**src/rtl/pm_stat_pkg.sv**
```systemverilog
package pm_stat_pkg;
  typedef struct packed {
    logic       odd_par;
    logic [1:0] pm_mode;
    logic       sat;
    logic       cor;
  } pm_ctrl_t;

  localparam logic [1:0] MODE_TIMER = 2'b01;
  localparam logic [1:0] MODE_SOFT  = 2'b11;

  localparam int unsigned REG_CTRL = 0;
  localparam int unsigned REG_SOFT = 1;
  localparam int unsigned REG_EVT  = 2;
  localparam int unsigned REG_HOLD = 8;
endpackage

```
**src/rtl/pm_strobe_src.sv**
```systemverilog
module pm_strobe_src import pm_stat_pkg::*; #(
  parameter int unsigned TICKS_PER_SEC = 50_000_000
) (
  input  logic       clk,
  input  logic       rst_n,
  input  logic [1:0] mode,
  input  logic       pin,
  input  logic       soft_pulse,
  output logic       tick
);
  localparam int unsigned PW = (TICKS_PER_SEC > 2) ? $clog2(TICKS_PER_SEC) : 1;
  localparam logic [PW-1:0] LAST = PW'(TICKS_PER_SEC - 1);

  logic [2:0]    pin_sh;
  logic [PW-1:0] pre_q;
  logic          pin_rise, timer_hit, timer_mode, soft_mode;

  assign timer_mode = (mode == MODE_TIMER);
  assign soft_mode  = (mode == MODE_SOFT);

  always_ff @(posedge clk) begin
    if (!rst_n) pin_sh <= '0;
    else        pin_sh <= {pin_sh[1:0], pin};
  end
  assign pin_rise = pin_sh[1] & ~pin_sh[2];

  always_ff @(posedge clk) begin
    if (!rst_n || !timer_mode) pre_q <= '0;
    else if (pre_q == LAST)    pre_q <= '0;
    else                       pre_q <= pre_q + 1'b1;
  end
  assign timer_hit = timer_mode && (pre_q == LAST);

  always_comb begin
    if (timer_mode)     tick = timer_hit;
    else if (soft_mode) tick = soft_pulse;
    else                tick = pin_rise;
  end

  a_r6_pin_one_cycle: assert property (@(posedge clk) disable iff (!rst_n)
    (!timer_mode && !soft_mode && tick) |=> !tick);
  a_r7_timer_one_cycle: assert property (@(posedge clk) disable iff (!rst_n)
    (timer_mode && tick) |=> !tick);
endmodule

```
**src/rtl/pm_err_counter.sv**
```systemverilog
module pm_err_counter #(
  parameter int unsigned CNT_W = 8
) (
  input  logic             clk,
  input  logic             rst_n,
  input  logic             inc,
  input  logic             tick,
  input  logic             sat,
  output logic [CNT_W-1:0] hold
);
  localparam logic [CNT_W-1:0] FULL = '1;
  logic [CNT_W-1:0] cnt_q;

  always_ff @(posedge clk) begin
    if (!rst_n) begin
      cnt_q <= '0;
      hold  <= '0;
    end else if (tick) begin
      hold  <= cnt_q;
      cnt_q <= CNT_W'(inc);
    end else if (inc && !(sat && cnt_q == FULL)) begin
      cnt_q <= cnt_q + 1'b1;
    end
  end

  a_r3_snapshot: assert property (@(posedge clk) disable iff (!rst_n)
    tick |=> (hold == $past(cnt_q)) && (cnt_q == CNT_W'($past(inc))));
  a_r4_wrap: assert property (@(posedge clk) disable iff (!rst_n)
    (!tick && inc && !sat && cnt_q == FULL) |=> cnt_q == '0);
  a_r5_sat_hold: assert property (@(posedge clk) disable iff (!rst_n)
    (!tick && sat && cnt_q == FULL) |=> cnt_q == FULL);
endmodule

```
**src/rtl/pm_evt_latch.sv**
```systemverilog
module pm_evt_latch #(
  parameter int unsigned W = 5
) (
  input  logic         clk,
  input  logic         rst_n,
  input  logic [W-1:0] set,
  input  logic [W-1:0] clr,
  output logic [W-1:0] q
);
  always_ff @(posedge clk) begin
    if (!rst_n) q <= '0;
    else        q <= set | (q & ~clr);
  end

  a_r12_set_wins: assert property (@(posedge clk) disable iff (!rst_n)
    (set != '0) |=> ((q & $past(set)) == $past(set)));
endmodule

```
**src/rtl/pm_stat_bank.sv**
```systemverilog
module pm_stat_bank import pm_stat_pkg::*; #(
  parameter int unsigned NUM_CNT       = 4,
  parameter int unsigned CNT_W         = 8,
  parameter int unsigned NUM_EVT       = 4,
  parameter int unsigned ADDR_W        = 4,
  parameter int unsigned TICKS_PER_SEC = 50_000_000
) (
  input  logic               clk,
  input  logic               rst_n,
  input  logic               bus_cs,
  input  logic               bus_we,
  input  logic [ADDR_W-1:0]  bus_addr,
  input  logic [7:0]         bus_wdata,
  input  logic               bus_wpar,
  output logic [7:0]         bus_rdata,
  output logic               bus_rpar,
  input  logic [NUM_CNT-1:0] err_in,
  input  logic [NUM_EVT-1:0] evt_in,
  input  logic               pm_pin,
  output logic               pm_tick
);
  localparam int unsigned EVW = NUM_EVT + 1;
  localparam int unsigned CW  = $bits(pm_ctrl_t);

  pm_ctrl_t         ctrl_q;
  logic             par_bad, wr_ok, rd_en, soft_q;
  logic [EVW-1:0]   evt_q, evt_set, evt_clr;
  logic [7:0]       rd_mux;
  logic [CNT_W-1:0] hold [NUM_CNT];

  assign par_bad = ((^bus_wdata) ^ bus_wpar) != ctrl_q.odd_par;
  assign wr_ok   = bus_cs && bus_we && !par_bad;
  assign rd_en   = bus_cs && !bus_we;

  always_ff @(posedge clk) begin
    if (!rst_n) begin
      ctrl_q <= '0;
      soft_q <= 1'b0;
    end else begin
      if (wr_ok && bus_addr == ADDR_W'(REG_CTRL))
        ctrl_q <= pm_ctrl_t'(bus_wdata[CW-1:0]);
      soft_q <= wr_ok && bus_addr == ADDR_W'(REG_SOFT) && bus_wdata[0];
    end
  end

  pm_strobe_src #(.TICKS_PER_SEC(TICKS_PER_SEC)) u_src (
    .clk(clk), .rst_n(rst_n), .mode(ctrl_q.pm_mode), .pin(pm_pin),
    .soft_pulse(soft_q), .tick(pm_tick)
  );

  for (genvar i = 0; i < NUM_CNT; i++) begin : g_cnt
    pm_err_counter #(.CNT_W(CNT_W)) u_cnt (
      .clk(clk), .rst_n(rst_n), .inc(err_in[i]), .tick(pm_tick),
      .sat(ctrl_q.sat), .hold(hold[i])
    );
  end

  assign evt_set = {bus_cs && bus_we && par_bad, evt_in};

  always_comb begin
    evt_clr = '0;
    if (bus_cs && bus_addr == ADDR_W'(REG_EVT)) begin
      if (ctrl_q.cor && !bus_we)        evt_clr = evt_q;
      else if (!ctrl_q.cor && wr_ok)    evt_clr = bus_wdata[EVW-1:0];
    end
  end

  pm_evt_latch #(.W(EVW)) u_evt (
    .clk(clk), .rst_n(rst_n), .set(evt_set), .clr(evt_clr), .q(evt_q)
  );

  always_comb begin
    rd_mux = '0;
    if (bus_addr == ADDR_W'(REG_CTRL)) rd_mux = 8'(ctrl_q);
    if (bus_addr == ADDR_W'(REG_EVT))  rd_mux = 8'(evt_q);
    for (int i = 0; i < NUM_CNT; i++)
      if (bus_addr == ADDR_W'(REG_HOLD + i)) rd_mux = 8'(hold[i]);
  end

  always_ff @(posedge clk) begin
    if (!rst_n)     bus_rdata <= '0;
    else if (rd_en) bus_rdata <= rd_mux;
  end
  assign bus_rpar = (^bus_rdata) ^ ctrl_q.odd_par;

  a_r14_bad_write_dropped: assert property (@(posedge clk) disable iff (!rst_n)
    (bus_cs && bus_we && par_bad) |=> $stable(ctrl_q) && evt_q[NUM_EVT]);
  a_r2_reserved_zero: assert property (@(posedge clk) disable iff (!rst_n)
    (rd_en && bus_addr == ADDR_W'(REG_CTRL)) |=> bus_rdata[7:CW] == '0);
  a_r9_event_latched: assert property (@(posedge clk) disable iff (!rst_n)
    (evt_in != '0) |=> ((evt_q[NUM_EVT-1:0] & $past(evt_in)) == $past(evt_in)));
endmodule

```
**config.mk**
```make
export PLATFORM = sky130hd
export DESIGN_NAME = pm_stat_bank
export DESIGN_NICKNAME = d
export VERILOG_FILES = /design/src/rtl/pm_stat_pkg.sv /design/src/rtl/pm_strobe_src.sv /design/src/rtl/pm_err_counter.sv /design/src/rtl/pm_evt_latch.sv /design/src/rtl/pm_stat_bank.sv
export SDC_FILE = /design/constraint.sdc
export NUM_CORES = 1
export LEC_CHECK = 0
export BUFFER_PORTS_ARGS = -buffer_cell sky130_fd_sc_hd__buf_2
export CAP_MARGIN = 30
export CORE_MARGIN = 4
export CORE_UTILIZATION = 30
export DETAILED_ROUTE_END_ITERATION = 10
export REMOVE_ABC_BUFFERS = 1
export SETUP_SLACK_MARGIN = 0.2
export SLEW_MARGIN = 10
export SYNTH_ARGS = -nofsm -noshare
export SYNTH_HDL_FRONTEND = slang
export SYNTH_SLANG_ARGS = --single-unit
```
**constraint.sdc**
```tcl
create_clock -name clk -period 5.8 [get_ports clk]
set_input_delay 0.29 -clock clk [delete_from_list [all_inputs] [get_ports clk]]
set_output_delay 0.29 -clock clk [all_outputs]
set_load 0.02 [all_outputs]
```
==> results.ini, run 1 <==
[run_status]
status = complete, no violations

[sta]
worst_pin_slew_ns = 0.944
clock.fmax_mhz = 356
fin_crit_sh_pct = 48.5
fin_skew_ns = 0.0155
min_period_ns = 2.81
rsz0062_at_grt = false
setup_viol = 0
fin_setup_tns_ns = 0
slew_viol_final = 0
holdWs_ns = 0.138
hold_viol_final = 0
slew_headroom_pct = 36.8

[drt]
num_vias = 4250
drtAntennaViolNets = 0
drcViolationCount = 0
drt_wl_total_mm = 11.7
via_per_inst = 4.95
wl_per_cell_microns = 13.7
dr.pass1.iters = 4
initialDrtViolationCount = 329

[place]
port_buffers = 35
dp.final_hpwl_mm = 8.17
gp_congestion = 0.768
placed_cells = 843

[run]
maxCapViolCount = 0

[power_and_ir_drop]
ir_drop_uv = 117
power_density_nw_per_um2 = 260
p_leak_nw = 1.97

[global_routing]
grt_antenna_before_repair = 0
grt_start_max_net_pins = 99
overflow = 0
gr-usage-all-layers_pct = 12.2
grt_pass1_wl_mm = 19.7
grt_pass1_vias = 3899

[floorplan]
coreArea_sq_um = 16800
dieArea_sq_um = 19600
die_x_microns = 140
io-pin-count = 36
num_rows = 47
initial_core_util_pct = 31.0
dieHeight_microns = 140

[critical_path]
critPathSlowestCell = o21ai_4
cpPeakStageDelay_ns = 0.78
critPathRequiredTime_ns = 5.51
crit_chain = ha_1 -> and4_1 -> nand4_1 -> o21ai_4 -> buf_2
cp-end-kind = output pin
crit_buf_inv = 1
crit_family = compound AO/OA/AOI/OAI gates
critical_path_class = register to output pin
critPathLaunchType = register
cp.arrival_ns = 2.52
critPathMaxFanout = 43

[cts]
post_cts_resized = 0
htreeDepth = 3
clockRootBuffer = clkbuf_16
holdBufCountCts = 0
clk_pin_slew_ns = 0.08
postCtsSetupBuffers = 0
cts_tree = built
clockBufferDepth = 2
cts_buffers = 9
cts.sinks = 112
clkLatencyLatePin_ns = 0.36

[finish]
fin_nets = 665
antenna_cells = 0
finalNonFillerCells = 859
final_common_cell = dfxtp_1
drive_above_1_share_pct = 10.3
final_util_pct = 34.9
filler_cell_count = 1765
mostFrequentLayoutCells = 112 x dfxtp_1, 71 x nand2_1, 65 x nor2_1, 61 x nand3_1, 55 x o21ai_0
syn_to_final_growth_pct = 12.4

[yosys]
ys_seq_elements = 112
synth_edf_count = 0
yosys.area.top_type = dfxtp_1
synth.distinct_cells = 50
ys_seq_area_share_pct = 43.0
synth_ff_type = dfxtp_1
synth.cell_area_sq_um = 5220
synth_top_area_share_pct = 43.0
synthTopCellsByArea = dfxtp_1 43%, nand3_1 5.9%, xnor2_1 5.5%
syn_inst = 615
synth_area_per_cell_sq_um = 8.48
async_flop_share_pct = 0
synth-warning-count = 0

[hold_path]
hold_class = primary input to register

power by group:
group	switching, mW	leakage, nW	internal (mW)
sequential	0.0135	0.906	0.782
combinational	0.0746	0.920	0.0435
clock	0.299	0.142	0.310
synth_stat cells, types with 2 or more instances:
cell and count:
dfxtp_1 112, nand2_1 71, nor2_1 65, nand3_1 61
o21ai_0 55, xnor2_1 33, xor2_1 23, clkbuf_1 19
nand4_1 19, mux2i_1 15, inv_1 14, a21oi_1 10
and4_1 10, nor3_1 10, a22oi_1 9, and3_1 8
buf_2 7, a31oi_1 6, nor2b_1 6, ha_1 5
o21bai_1 5, o31ai_1 5, a32o_1 4, and2_1 4
buf_1 3, mux4_2 3, nor4_1 3, o211ai_1 3
or2_2 3, nor3_4 2, nor3b_1 2, or3_1 2
registers in the layout, summed over array words and instances (netlist names):
signal,count
g_cnt.u_cnt.hold,32
u_src.pre_q,26
bus_rdata,8
soft_q,1
g_cnt.u_cnt.cnt_q,32
u_src.pin_sh,3
u_evt.q,5
ctrl_q,5
cells by family after synthesis:
| logic type | share of synthesized area (%) |
|---|---|
| compound gates | 11.7 |
| simple gates | 26.6 |
| mux | 4.17 |
| xor+xnor | 9.83 |
| flops | 43.0 |
| fa+ha+maj | 1.20 |
| buf+inv | 3.48 |
routing by layer:
metal	track usage (%)	part of all wire, %	vias to the layer above
li1	-	-	2204
met1	17.4	51	1966
met2	18.3	44	66
met3	2.13	3.9	14
met4	4.79	1.4	0
met5	0	0	-
cell type report:
cell class	count	area, sq um	share of cell area [%]
inverters	14	52.6	0.896
multi-input cells	459	2800	47.8
flip-flops and latches	112	2240	38.2
clock inverters	6	55.1	0.939
repair buffers	38	198	3.37
clock buffers	10	239	4.08
well taps	220	275	4.70
per-stage QoR:
step	cell area, sq um	total power [mW]	setup slack, ns
after floorplan	5090	0.881	3.06
after global placement	5570	0.933	3.10
after detailed placement	5570	0.932	3.07
after CTS	5860	1.54	2.96
after global routing	5860	1.59	2.81
final	5860	1.52	2.99
worst paths after layout:
| check | slack (ns) | end | start | depth (start not counted) |
|---|---|---|---|---|
| setup / recovery | 2.99 | pm_tick | u_src.pre_q[0] | 5 |
| hold / removal | 0.14 | u_evt.q[3] | evt_in[3] | 2 |
| setup reg to reg | 3.12 | g_cnt[1].u_cnt.cnt_q[0] | u_src.pre_q[0] | 7 |
| hold reg to reg | 0.43 | u_src.pin_sh[1] | u_src.pin_sh[0] | 1 |
worst register-to-register path, stage by stage, from the launching register on:
cell and delay [ns]:
dfxtp_1 0.37, ha_1 0.21, and4_1 0.29, nand4_1 0.20, o21ai_4 0.78, buf_4 0.44, nand3_1 0.17, o31ai_1 0.14
Note: power is estimated with default switching activity, not from simulation.
==> run 2: changes to the inputs <==
==> constraint.sdc (replaced) <==
create_clock -name clk -period 2.7 [get_ports clk]
set_input_delay 0.135 -clock clk [delete_from_list [all_inputs] [get_ports clk]]
set_output_delay 0.135 -clock clk [all_outputs]
set_load 0.02 [all_outputs]
==> results.ini, run 2 (synthesis gave the netlist of run 1 again) <==
[hold_path]
min_from = err_in[3]
whs_path_depth = 3
min_to = g_cnt[3].u_cnt.cnt_q[0]
hold_class = primary input to register

[cts]
clockRootBuffer = clkbuf_16
cts.sinks = 112
clkLatencyLatePin_ns = 0.36
clk_pin_slew_ns = 0.08
cts_buffers = 9
clockBufferDepth = 2
postCtsSetupBuffers = 0
htreeDepth = 3
cts_tree = built

[global_routing]
overflow = 0
grt_antenna_before_repair = 0
grt_pass1_wl_mm = 20.3
grt_pass1_vias = 3971
grt_start_max_net_pins = 98
gr-usage-all-layers_pct = 12.5

[place]
gp_congestion = 0.787
port_buffers = 35
place_ws_ns = 0.481
dp.final_hpwl_mm = 8.15
placed_cell_area_sq_um = 5590

[critical_path]
critPathRequiredTime_ns = 2.57
cp-end-kind = output pin
critPathMaxFanout = 73
rr_endpoint = u_src.pre_q[7]
r2r-start = u_src.pre_q[0]
critical_path_class = register to output pin
cp.arrival_ns = 2.16
reg2reg_depth = 7
r2r_slack_ns = 0.48
critPathLaunchType = register

[sta]
setup_viol = 0
holdWs_ns = 0.0453
hold_viol_final = 0
fin_crit_sh_pct = 84.9
fin_skew_ns = 0.0150
worst_pin_slew_ns = 0.919
rsz0062_at_grt = false
clock.fmax_mhz = 436
slew_viol_final = 0
setup_slack_ns = 0.409
slew_headroom_pct = 38.8
min_period_ns = 2.29

[finish]
final_common_cell = dfxtp_1
fin_nets = 671
drive_above_1_share_pct = 10.4
antenna_cells = 0
syn_to_final_growth_pct = 14.7
stdcell_area_sq_um = 5980
largest_registers = g_cnt.u_cnt.cnt_q x32, g_cnt.u_cnt.hold x32, u_src.pre_q x26
mostFrequentLayoutCells = 112 x dfxtp_1, 71 x nand2_1, 65 x nor2_1, 61 x nand3_1, 55 x o21ai_0

[floorplan]
dieArea_sq_um = 19600
coreArea_sq_um = 16800
die_x_microns = 140
num_rows = 47
dieHeight_microns = 140
initial_core_util_pct = 31.0
io-pin-count = 36

[run_status]
status = complete, no violations

[power_and_ir_drop]
ir_drop_uv = 294
power_density_nw_per_um2 = 585
total_power_mw = 3.50
p_leak_nw = 2.02

[drt]
dr.pass1.iters = 5
drt_wl_total_mm = 11.9
num_vias = 4285
initialDrtViolationCount = 328
drtAntennaViolNets = 0
via_per_inst = 4.95
drcViolationCount = 0
wl_per_cell_microns = 13.7

[run]
maxCapViolCount = 0

==> run 2: cell count changes in the layout (fill, tap and decap cells not counted) <==
cell | before | now
clkinv_4 | 2 | 0
inv_8 | 0 | 2
clkinvlp_4 | 1 | 0
bufinv_16 | 0 | 2
dlygate4sd3_1 | 0 | 5
buf_12 | 0 | 1
clkinv_2 | 1 | 0
==> run 2: cell type report <==
class / count / area (sq um)
Fill cell: 1791 / 10800
Multi-Input combinational cell: 459 / 2800
Sequential cell: 112 / 2240
Tap cell: 220 / 275
Timing Repair Buffer: 44 / 268
Clock buffer: 10 / 239
Clock inverter: 6 / 108
Inverter: 14 / 52.6
==> run 2: how the worst max path moves through the flow <==
stage / depth (start not counted) / slack (ns) / startpoint / to
after detailed placement: 7 / 0.48 / u_src.pre_q[0] / u_src.pre_q[4]
final: 6 / 0.41 / u_src.pre_q[0] / pm_tick
after floorplan: 5 / -0.04 / u_src.pre_q[0] / g_cnt[0].u_cnt.hold[0]
after CTS: 6 / 0.40 / u_src.pre_q[0] / pm_tick
after global routing: 6 / 0.28 / u_src.pre_q[0] / pm_tick
after global placement: 7 / 0.54 / u_src.pre_q[0] / u_src.pre_q[4]
==> run 2: critical path, stage by stage (launching register included) <==
cell     delay [ns]
dfxtp_1        0.37
ha_1           0.21
and4_1         0.31
nand4_1        0.19
o21ai_4        0.19
buf_12         0.27
buf_2          0.23
==> run 2: stage by stage <==
stage	instances	setup TNS, ns	utilization, %
after floorplan	585	-1.22	-
after global placement	844	0	33.2
after detailed placement	844	0	33.2
after CTS	865	0	35.6
after global routing	865	0	35.6
final	865	0	35.6
==> run 2: repair_timing <==
item,CTS,global route
hold buffers,5,0
endpoints found under the hold margin,5,0
gates resized for setup,0,0
==> run 2: routing by layer <==
| metal | GRT usage, % | vias up | part of all wire (%) | wire, microns |
|---|---|---|---|---|
| met2 | 18.6 | 70 | 44 | 5190 |
| met1 | 18.2 | 1990 | 51 | 6090 |
| met3 | 2.33 | 11 | 3.9 | 463 |
| met4 | 4.13 | 0 | 1.3 | 150 |
| li1 | - | 2214 | - | - |
| met5 | 0 | - | 0 | 0 |
==> run 2: where the power goes <==
group,internal [mW],total [mW],switching (mW)
combinational,0.0999,0.260,0.160
clock,0.864,1.53,0.670
sequential,1.68,1.71,0.0290
